--- config.mk ---
export PLATFORM = sky130hd
export DESIGN_NAME = hostSciShaper
export DESIGN_NICKNAME = d
export VERILOG_FILES = /design/src/rtl/hsciPkg.sv /design/src/rtl/hsciCtrl.sv /design/src/rtl/hsciDatapath.sv /design/src/rtl/hostSciShaper.sv
export SDC_FILE = /design/constraint.sdc
export NUM_CORES = 1
export LEC_CHECK = 0
export BUFFER_PORTS_ARGS = -buffer_cell sky130_fd_sc_hd__buf_2
export CAP_MARGIN = 20
export CELL_PAD_IN_SITES_DETAIL_PLACEMENT = 2
export CELL_PAD_IN_SITES_GLOBAL_PLACEMENT = 2
export CORE_AREA = 2 2 52 59
export DETAILED_ROUTE_END_ITERATION = 8
export DIE_AREA = 0 0 54 61
export GPL_TIMING_DRIVEN = 0
export HOLD_SLACK_MARGIN = 0.15
export PLACE_DENSITY_LB_ADDON = 0.1
export SYNTH_ARGS = -nofsm -noshare
export SYNTH_HDL_FRONTEND = slang
export SYNTH_SLANG_ARGS = --single-unit
--- constraint.sdc ---
create_clock -name clk -period 3.2 [get_ports clk]
set_clock_uncertainty 0.15 [all_clocks]
set_input_delay 0.64 -clock clk [delete_from_list [all_inputs] [get_ports clk]]
set_output_delay 0.64 -clock clk [all_outputs]
set_load 0.03 [all_outputs]
--- src/rtl/hsciPkg.sv ---
package hsciPkg;
  localparam int PULSE_LOG2_MAX = 4;
  localparam int CNT_W = PULSE_LOG2_MAX + 1;
  localparam int REG_W = 8;
  localparam logic [REG_W-1:0] RESET_VAL = 8'h40;
  localparam logic [REG_W-1:0] WRITE_MASK = 8'hFB;
  localparam int BIT_IBF_EN = 0;
  localparam int BIT_OB_EN = 1;
  localparam int MODE_LO = 3;
  localparam int MODE_HI = 5;
  localparam int BIT_INV = 6;
  localparam int BIT_ENH = 7;
  localparam logic [2:0] MODE_LEVEL = 3'd0;
  localparam logic [2:0] MODE_PULSE_LAST = 3'd5;

  typedef struct packed {
    logic levelMode;
    logic pulseMode;
    logic loadPulse;
    logic [CNT_W-1:0] width;
    logic invert;
    logic useShaper;
    logic irqRaw;
  } shapeStrobes_t;
endpackage

--- src/rtl/hsciCtrl.sv ---
module hsciCtrl
  import hsciPkg::*;
#(
  parameter bit FIXED_ENH = 1'b0
) (
  input  logic clk,
  input  logic rstN,
  input  logic wrEn,
  input  logic [REG_W-1:0] wrData,
  input  logic ibfFlag,
  input  logic obfFlag,
  input  logic obWrite,
  output logic [REG_W-1:0] rdData,
  output shapeStrobes_t strobes
);
  logic [BIT_ENH-1:0] lowQ;
  logic enhQ;
  logic [2:0] modeCode;
  logic [REG_W-1:0] maskedWr;

  assign maskedWr = wrData & WRITE_MASK;

  always_ff @(posedge clk or negedge rstN) begin
    if (!rstN) lowQ <= RESET_VAL[BIT_ENH-1:0];
    else if (wrEn) lowQ <= maskedWr[BIT_ENH-1:0];
  end

  generate
    if (FIXED_ENH) begin : gEnhFixed
      assign enhQ = 1'b1;
    end else begin : gEnhReg
      always_ff @(posedge clk or negedge rstN) begin
        if (!rstN) enhQ <= RESET_VAL[BIT_ENH];
        else if (wrEn) enhQ <= maskedWr[BIT_ENH];
      end
    end
  endgenerate

  assign rdData = {enhQ, lowQ};
  assign modeCode = lowQ[MODE_HI:MODE_LO];

  always_comb begin
    strobes.levelMode = (modeCode == MODE_LEVEL);
    strobes.pulseMode = (modeCode != MODE_LEVEL) && (modeCode <= MODE_PULSE_LAST);
    strobes.loadPulse = strobes.pulseMode && obWrite;
    strobes.width = CNT_W'(1) << (modeCode - 3'd1);
    strobes.invert = lowQ[BIT_INV];
    strobes.useShaper = enhQ;
    strobes.irqRaw = (lowQ[BIT_IBF_EN] && ibfFlag) || (lowQ[BIT_OB_EN] && obfFlag);
  end
endmodule

--- src/rtl/hsciDatapath.sv ---
module hsciDatapath
  import hsciPkg::*;
(
  input  logic clk,
  input  logic rstN,
  input  shapeStrobes_t strobes,
  input  logic obfFlag,
  input  logic legacySci,
  output logic coreIrq,
  output logic sciPin
);
  logic [CNT_W-1:0] pulseCnt;
  logic levelQ;
  logic legacyQ;
  logic irqQ;
  logic shaperOut;
  logic srcSel;

  always_ff @(posedge clk or negedge rstN) begin
    if (!rstN) pulseCnt <= '0;
    else if (!strobes.pulseMode) pulseCnt <= '0;
    else if (strobes.loadPulse) pulseCnt <= strobes.width;
    else if (pulseCnt != '0) pulseCnt <= pulseCnt - CNT_W'(1);
  end

  always_ff @(posedge clk or negedge rstN) begin
    if (!rstN) begin
      levelQ <= 1'b0;
      legacyQ <= 1'b0;
      irqQ <= 1'b0;
    end else begin
      levelQ <= obfFlag;
      legacyQ <= legacySci;
      irqQ <= strobes.irqRaw;
    end
  end

  always_comb begin
    if (strobes.levelMode) shaperOut = levelQ;
    else if (strobes.pulseMode) shaperOut = (pulseCnt != '0);
    else shaperOut = 1'b0;
    srcSel = strobes.useShaper ? shaperOut : legacyQ;
  end

  assign sciPin = srcSel ^ strobes.invert;
  assign coreIrq = irqQ;
endmodule

--- src/rtl/hostSciShaper.sv ---
module hostSciShaper
  import hsciPkg::*;
#(
  parameter bit FIXED_ENH = 1'b0
) (
  input  logic clk,
  input  logic rstN,
  input  logic wrEn,
  input  logic [7:0] wrData,
  output logic [7:0] rdData,
  input  logic ibfFlag,
  input  logic obfFlag,
  input  logic obWrite,
  input  logic legacySci,
  output logic coreIrq,
  output logic sciPin
);
  shapeStrobes_t strobes;

  hsciCtrl #(.FIXED_ENH(FIXED_ENH)) uCtrl (
    .clk(clk), .rstN(rstN), .wrEn(wrEn), .wrData(wrData),
    .ibfFlag(ibfFlag), .obfFlag(obfFlag), .obWrite(obWrite),
    .rdData(rdData), .strobes(strobes)
  );

  hsciDatapath uDp (
    .clk(clk), .rstN(rstN), .strobes(strobes), .obfFlag(obfFlag),
    .legacySci(legacySci), .coreIrq(coreIrq), .sciPin(sciPin)
  );
endmodule

**After elaboration in Yosys (flattened, before gate mapping)**

Index checks and enable logic that the tools add are counted.

- Equal/unequal tests: 1
- Shift operators: 1
- $lt $le $gt $ge: 1
- Add/sub/neg operators: 2
- Bitwise logic cells: 1
- Reductions and logical operators: 8
- Mux-type cells: 6

Operator list:

| kind | number |
|---|---|
| $mux W5 | 3 |
| $reduce_bool A5 Y1 | 1 |
| $shl A1 B3 Y5 const A | 1 |
| $sub A5 B1 Y5 const B | 1 |
| $logic_and A1 B1 Y1 | 4 |
| $le A3 B3 Y1 const B | 1 |
| $logic_not A3 Y1 | 1 |
| $mux W1 | 3 |
| $ne A3 B3 Y1 const B | 1 |
| $reduce_bool A3 Y1 | 1 |
| $sub A3 B1 Y3 const B | 1 |
| $logic_or A1 B1 Y1 | 1 |
| $xor A1 B1 Y1 | 1 |

- Register bits after elaboration: 15
- Bits of input ports: 15
- Output and inout bits: 10
- Word-level logic and storage cells: 26

**Depth between registers and ports, before layout**

Gate-level depths: netlist of run 1.

- Depth in word-level cells: 6
- Gate-level depth with buffers: 6
- Mapped depth without buffers: 6

**By module**

Synthesis of run 1 repeated with hierarchy kept, for this count alone.

- Cell total of the unflattened synthesis: 72
- Area total of the unflattened synthesis: 854.6 um^2

By module, submodules not included:

| module | cells each | sequential area each (um^2) | area an instance (um^2) | times used |
|---|---|---|---|---|
| hsciCtrl | 33 | 176.4 | 435.4 | 1 |
| hsciDatapath | 39 | 200.2 | 419.2 | 1 |

**Worst setup path after synthesis of run 1**

No wires, ideal clock.

- Path kind: reg-to-output
- Start point: reg uCtrl.lowQ[3]
- End point: out sciPin
- Stages on the path, launching flop included: 6
- Buffers on the path: 1
- Path slack: 0.757 ns
- Data required time: 2.410 ns
- Arrival: 1.653 ns
- Cell sequence: dfrtp_1 -> buf_2 -> or2_1 -> o21ai_1 -> o22ai_1 -> xnor2_1

- Word-level cells in the longest chain between the ends: 6
- Elaborated cells on any way between the ends: 8
- Those cells by class: order compare (1); mux (3); bitwise (1); reduce/logical (3)

RTL lines:

| element | line | text |
|---|---|---|
| start, declared | hsciCtrl.sv:16 | `logic [BIT_ENH-1:0] lowQ;` |
| start signal, assigned | hsciCtrl.sv:24 | `if (!rstN) lowQ <= RESET_VAL[BIT_ENH-1:0];` |
| start signal, assigned | hsciCtrl.sv:25 | `else if (wrEn) lowQ <= maskedWr[BIT_ENH-1:0];` |
| $le A3 B3 Y1 or $reduce_bool A3 Y1 (tied branches) | hsciCtrl.sv:44 | `strobes.pulseMode = (modeCode != MODE_LEVEL) && (modeCode <= MODE_PULSE_LAST);` |
| $logic_and A1 B1 Y1 | hsciCtrl.sv:44 |  |
| $mux W1 | hsciDatapath.sv:40 | `else if (strobes.pulseMode) shaperOut = (pulseCnt != '0);` |
| $mux W1 (*) | hsciDatapath.sv:39 | `if (strobes.levelMode) shaperOut = levelQ;` |
| $mux W1 (*) | hsciDatapath.sv:42 | `srcSel = strobes.useShaper ? shaperOut : legacyQ;` |
| $xor A1 B1 Y1 (*) | hsciDatapath.sv:45 | `assign sciPin = srcSel ^ strobes.invert;` |
| end, declared | hostSciShaper.sv:16 | `output logic sciPin` |

Mark *: on every way between the ends. The rest lies on a longest branch, timed or not.

**Worst setup path after layout of run 1**

- Start point: reg uDp.pulseCnt[1]
- End point: out sciPin

- Word-level cells in the longest chain between the ends: 5

RTL lines:

| element | line | text |
|---|---|---|
| start, declared | hsciDatapath.sv:12 | `logic [CNT_W-1:0] pulseCnt;` |
| start signal, assigned | hsciDatapath.sv:22 | `else if (strobes.loadPulse) pulseCnt <= strobes.width;` |
| start signal, assigned | hsciDatapath.sv:23 | `else if (pulseCnt != '0) pulseCnt <= pulseCnt - CNT_W'(1);` |
| $reduce_bool A5 Y1 | hsciDatapath.sv:40 |  |
| $mux W1 | hsciDatapath.sv:40 |  |
| $mux W1 | hsciDatapath.sv:39 |  |
| $mux W1 | hsciDatapath.sv:42 |  |
| $xor A1 B1 Y1 | hsciDatapath.sv:45 |  |

Every way passes these cells.

==> run_results.csv, run 1 <==
group,metric,value,unit
layout,nets,121,
synth,synth.yosys.warnings,0,
global_routing,grt.total_usage,0.1474,
floorplan,die_h,61,um
placement,placed_cells,132,
floorplan,die_area,3294,sq um
clock_tree,clkTransAtPathRegs,0.09,ns
floorplan,coreArea,2703,sq um
setup_path,r2r-start,"uDp.pulseCnt[1]",
floorplan,dieWidth,54,um
global_routing,first_global_vias,740,
clock_tree,htreeDepth,1,
timing,maxSlewViolCount,0,
global_routing,grt_pass1_wl,3401,um
timing,fin_setup_tns,0,ns
timing,setup_viol,0,
timing,max_freq,363.8,MHz
layout,stdcell_count,137,
route,wl_per_cell,14.43,um
placement,post-dp-hpwl,1586,um
global_routing,met2_usage,0.2544,
global_routing,grt.busiest_layer,"met2",
synth,postSynthCellCount,78,
setup_path,startpoint,"uDp.pulseCnt[1]",
floorplan,io-pin-count,25,
setup_path,path_class,"flip-flop to output port",
min_path,worstHoldStart,"legacySci",
synth,seq_area_frac_synth,0.4446,
placement,io_buffers,21,
synth,synth_area,847.1,sq um
layout,drive_gt1_frac,0.3558,
pwr,powerDensity,632.2,nW/um^2
layout,syn_to_final_growth,21.71,%
route,ant_nets,0,
setup_path,crit_required,2.41,ns
setup_path,crit_arrival,1.96,ns
global_routing,grt.overflow.total,0,
timing,finalCritPeriodShare,0.8589,
flow_run,drv_cap,0,
global_routing,grt_max_degree,16,
floorplan,initial_core_util,0.3134,
clock_tree,clk-insertion-delay-late,0.28,ns
clock_tree,cts_tree,"done",
synth,synthDistinctLibCells,37,
pwr,leakagePower,0.0004736,uW
synth,ys_ff_latch,15,
layout,fillers,322,
timing,hold_viol_final,0,
route,wirelength,1977,um
route,firstDrtPassIters,2,
layout,antenna_cells,0,
route,vias,676,
synth,synth_area_per_cell,10.86,sq um
clock_tree,clock_sinks,15,
clock_tree,clock_path_buffers,2,
floorplan,fp-row-count,20,
setup_path,end_kind,"output port",
status,outcome,"finished clean",
timing,finalCriticalPeriod,2.749,ns
clock_tree,cts_root_buffer,"clkbuf_4",
setup_path,crit_fanout,5,
global_routing,met1_usage,0.1758,
route,drc,0,
synth,synth.net_count,94,
route,viasPerCell,4.934,
min_path,min_path_type,"input pin to flip-flop",
global_routing,grt.met3_usage,0.02956,
placement,place.gp.congestion,0.7702,
pwr,vdd_ir_drop_max,0.2509,mV
timing,rsz0062_at_grt,"false",
clock_tree,post_cts_buffers,0,
route,initialDrtViolationCount,6,
clock_tree,cts_buffers,3,
setup_path,critPathLaunchType,"flip-flop",
global_routing,antenna_found_initial,0,
## critical path, stage by stage (launching register included)
cell and delay (ns):
dfrtp_1 0.40, inv_1 0.09, ha_1 0.23, nor4b_4 0.31, a211oi_1 0.09, o22ai_1 0.20, xnor2_1 0.14, buf_2 0.21
## cell families (layout without fill, tap and decap cells)
kind of cell,Yosys count,after routing,synth area share
AO/OA/AOI/OAI,18,18,0.1507
XOR/XNOR,2,2,0.02068
adder cells (fa/ha/maj),1,1,0.01477
buffers and inverters,11,37,0.07828
flip-flops,15,15,0.4446
multiplexers,9,9,0.1167
other,1,1,0.004427
AND/OR/NAND/NOR,21,21,0.1699
## where the power goes
group          internal, uW  switching (uW)
clock network          46.4            65.7
registers               221            31.7
logic                   134             153
total                   402             250
## final cells by class
type                       instances  area (sq um)  area share
multi-input combinational         52         404.1      0.3920
inverter                           3         11.26     0.01092
clock buffer                       3         22.52     0.02184
clock inverter                     1         5.005    0.004854
timing repair buffer              22         115.1      0.1116
sequential                        15         376.6      0.3653
tap                               33         41.29     0.04005
buffer                             8         55.05     0.05340
## placed cells by master (no fill, tap or decap), types with 3 or more instances in the layout
master | synthesis | routed
mux2_1 | 6 | 6
nand2b_1 | 3 | 3
buf_2 | 2 | 23
o22ai_1 | 3 | 3
inv_1 | 3 | 3
nor2_1 | 4 | 4
dfrtp_1 | 14 | 14
buf_4 | 3 | 3
clkbuf_4 | 0 | 3
o21ai_1 | 3 | 3
## per-layer routing
metal  part of all wire  up-vias
li1                   -      324
met1               0.42      334
met2               0.54       16
met3              0.036        2
met4             0.0076        0
met5                  0        -
## final timing paths
path                                         to  cells past startpoint  slack [ns]
worst max-delay path                     sciPin                      7        0.45
worst min-delay path                uDp.legacyQ                      1        0.31
worst max register to register  uDp.pulseCnt[1]                      6        1.48
worst min register to register      uDp.coreIrq                      1        0.38
max in group asynchronous         uCtrl.lowQ[6]                      2        1.96
min in group asynchronous       uDp.pulseCnt[3]                      2        0.63
## flip-flops by register name (all words and copies together) (netlist names)
register and flops:
uCtrl.lowQ 6, uCtrl.enhQ 1, uDp.coreIrq 1, uDp.levelQ 1, uDp.legacyQ 1, uDp.pulseCnt 5
## Yosys cell counts (all sizes together)
master | number | area, sq um
clkbuf | 2 | 7.510
o21ai | 4 | 20.01
nor3 | 2 | 10.01
o31ai | 1 | 7.510
inv | 3 | 11.26
o22ai | 3 | 18.77
ha | 1 | 12.51
mux2 | 7 | 78.82
nand3 | 1 | 5.000
dfrtp | 14 | 350.3
a211oi | 4 | 40.03
buf | 6 | 47.54
nand2b | 3 | 18.77
or2 | 1 | 6.260
or3 | 1 | 6.260
or4bb | 1 | 11.26
xnor2 | 2 | 17.52
dfstp | 1 | 26.28
and2b | 1 | 8.760
a21o | 1 | 7.510
nor3b | 2 | 15.01
a21oi | 2 | 10.01
a22o | 2 | 17.52
a31oi | 1 | 6.260
mux2i | 2 | 20.02
nor2b | 1 | 6.260
nand2 | 1 | 3.750
conb | 1 | 3.750
nand3b | 1 | 7.510
and2 | 1 | 6.260
nor2 | 4 | 15.01
nor4b | 1 | 23.77
## stage by stage
| stage | total power [uW] | hold WS, ns | area, sq um | worst slack, ns | utilization |
|---|---|---|---|---|---|
| 3_5_place_dp | 549.1 | 0.3666 | 993.5 | 0.7593 | 0.3676 |
| 6_report | 651.8 | 0.3087 | 1031 | 0.4514 | 0.3815 |
| 2_1_floorplan | 475.0 | 0.1944 | 847.1 | 0.7571 | - |
| 3_3_place_gp | 542.4 | 0.3509 | 993.5 | 0.7724 | 0.3676 |
| 4_1_cts | 665.9 | 0.2982 | 1031 | 0.4187 | 0.3815 |
| 5_1_grt | 710.8 | 0.2825 | 1031 | 0.2721 | 0.3815 |
## repair_timing
item / in CTS / in global routing
hold buffers: 1 / 0
endpoints found under the hold margin: 14 / 0
resized for setup: 0 / 0
Note: power is estimated with default switching activity, not from simulation.
==> run 2: changes to the inputs <==
Settings changed: CORE_AREA 2 2 52 59 to 2 2 54 56, DIE_AREA 0 0 54 61 to 0 0 56 58.
==> run 2 against run 1 <==
Net effect:
- count of clock-buffer cells in the layout unchanged
- core utilization rose by 0.48 points
- global-route usage is 0.35 points lower
- critical path type unchanged
- largest power group unchanged
==> run_results.csv, run 2 (synthesis gave the netlist of run 1 again) <==
group,metric,value,unit
status,outcome,"finished clean",
layout,largest_reg_flops,6,
pwr,vdd_ir_drop_max,0.2457,mV
timing,setup_viol,0,
setup_path,crit_fanout,5,
setup_path,rr_endpoint,"uDp.pulseCnt[1]",
clock_tree,htreeDepth,1,
clock_tree,cts_buffers,3,
floorplan,die_h,58,um
layout,nets,121,
layout,syn_to_final_growth,21.42,%
clock_tree,cts_root_buffer,"clkbuf_4",
setup_path,worst_path_max_delay_cell,"dfrtp_1",
layout,fillers,312,
min_path,min_path_type,"input pin to flip-flop",
placement,dpl_worst_slack,0.7554,ns
setup_path,crit_arrival,1.95,ns
setup_path,critPathLaunchType,"flip-flop",
floorplan,coreArea,2663,sq um
global_routing,antenna_found_initial,0,
clock_tree,clock_path_buffers,2,
timing,whs,0.2876,ns
route,wl_per_cell,15.18,um
layout,stdcell_count,135,
placement,post-dp-hpwl,1591,um
timing,finalCriticalPeriod,2.738,ns
layout,top_regs,"uCtrl.lowQ: 6 flops, uDp.pulseCnt: 5 flops",
global_routing,first_global_vias,754,
floorplan,dieWidth,56,um
setup_path,path_class,"flip-flop to output port",
timing,maxSlewViolCount,0,
floorplan,fp-row-count,19,
flow_run,drv_cap,0,
clock_tree,ctsResizeCount,0,
timing,hold_viol_final,0,
setup_path,end_kind,"output port",
setup_path,crit_end,"sciPin",
pwr,leakagePower,0.0004736,uW
timing,worst_slack,0.4619,ns
global_routing,grt_max_degree,16,
route,viasPerCell,5.119,
clock_tree,clk-insertion-delay-late,0.30,ns
setup_path,crit_chain,"inv_1 > ha_1 > nor4b_4 > a211oi_1 > o22ai_1 > xnor2_1 > buf_2",
pwr,powerDensity,639.2,nW/um^2
global_routing,grt.total_usage,0.1439,
route,drc,0,
layout,top_register,"uCtrl.lowQ",
setup_path,startpoint,"uDp.pulseCnt[0]",
layout,final_common_cell,"buf_2",
clock_tree,clkTransAtPathRegs,0.10,ns
layout,antenna_cells,0,
global_routing,grt_pass1_wl,3519,um
timing,rsz0062_at_grt,"false",
floorplan,io-pin-count,25,
timing,max_freq,365.2,MHz
clock_tree,post_cts_buffers,0,
route,initialDrtViolationCount,4,
placement,place.gp.congestion,0.7592,
floorplan,initial_core_util,0.3181,
route,wirelength,2049,um
layout,drive_gt1_frac,0.3558,
placement,placed_cells,130,
global_routing,grt.overflow.total,0,
route,firstDrtPassIters,2,
setup_path,worst-r2r-cell-count,6,
setup_path,crit_required,2.41,ns
setup_path,cpPeakStageDelay,0.42,ns
setup_path,r2r-start,"uDp.pulseCnt[0]",
timing,fin_setup_tns,0,ns
clock_tree,clock_sinks,15,
placement,io_buffers,21,
timing,finalCritPeriodShare,0.8557,
setup_path,rrSetupSlack,1.49,ns
clock_tree,cts_tree,"done",
route,vias,691,
floorplan,die_area,3248,sq um
clock_tree,holdBufCountCts,1,
route,ant_nets,0,
layout,final_cell_mix,"buf_2, dfrtp_1, mux2_1, nor2_1",
[run 2: cell counts in the layout (fill, tap and decap cells not counted)]
Identical to the previous run, type by type.
[run 2: worst max-delay path: cells and delay by family, from the launching register on]
kind,cells,cell delay (ns)
flip-flops,1,0.42
AND/OR/NAND/NOR,1,0.31
buffers and inverters,2,0.28
AO/OA/AOI/OAI,2,0.28
adder cells (fa/ha/maj),1,0.22
XOR/XNOR,1,0.14
[run 2: cell type report]
| class | count | area [sq um] | share of cell area |
|---|---|---|---|
| plain buffers | 8 | 55.05 | 0.05353 |
| clock buffers | 3 | 22.52 | 0.02190 |
| clock inverters | 1 | 5.005 | 0.004866 |
| inverters | 3 | 11.26 | 0.01095 |
| multi-input cells | 52 | 404.1 | 0.3929 |
| flip-flops and latches | 15 | 376.6 | 0.3662 |
| well taps | 31 | 38.79 | 0.03771 |
| repair buffers | 22 | 115.1 | 0.1119 |
[run 2: worst min-delay path by stage]
stage | to | start | cells past startpoint | slack [ns]
after floorplan | uCtrl.enhQ | rstN | 0 | 0.19
after global placement | uCtrl.lowQ[0] | uCtrl.lowQ[0] | 1 | 0.35
after detailed placement | uDp.coreIrq | uCtrl.lowQ[1] | 1 | 0.36
after CTS | uDp.legacyQ | legacySci | 1 | 0.28
after global routing | uDp.legacyQ | legacySci | 1 | 0.28
final | uDp.legacyQ | legacySci | 1 | 0.29
[run 2: per-layer routing]
layer  vias up  routed length [um]  track usage
met2        15                1054       0.2420
met5         -                   0            0
met1       349                 881       0.1742
li1        323                   -            -
met3         4                  68      0.02679
met4         0                  44      0.08163
[run 2: per-stage QoR]
step	utilization	instance area (sq um)	total power, uW
global placement	0.3722	991.0	540.1
CTS	0.3863	1028	671.1
floorplan	-	847.1	475.0
finish	0.3863	1028	657.5
detailed placement	0.3722	991.0	550.3
global route	0.3863	1028	711.4
[run 2: where the power goes]
group | switching [uW] | total [uW] | internal [uW]
Combinational | 155 | 289 | 134
Sequential | 31.4 | 253 | 221
Clock | 69.4 | 116 | 46.7
Total | 256 | 657 | 402
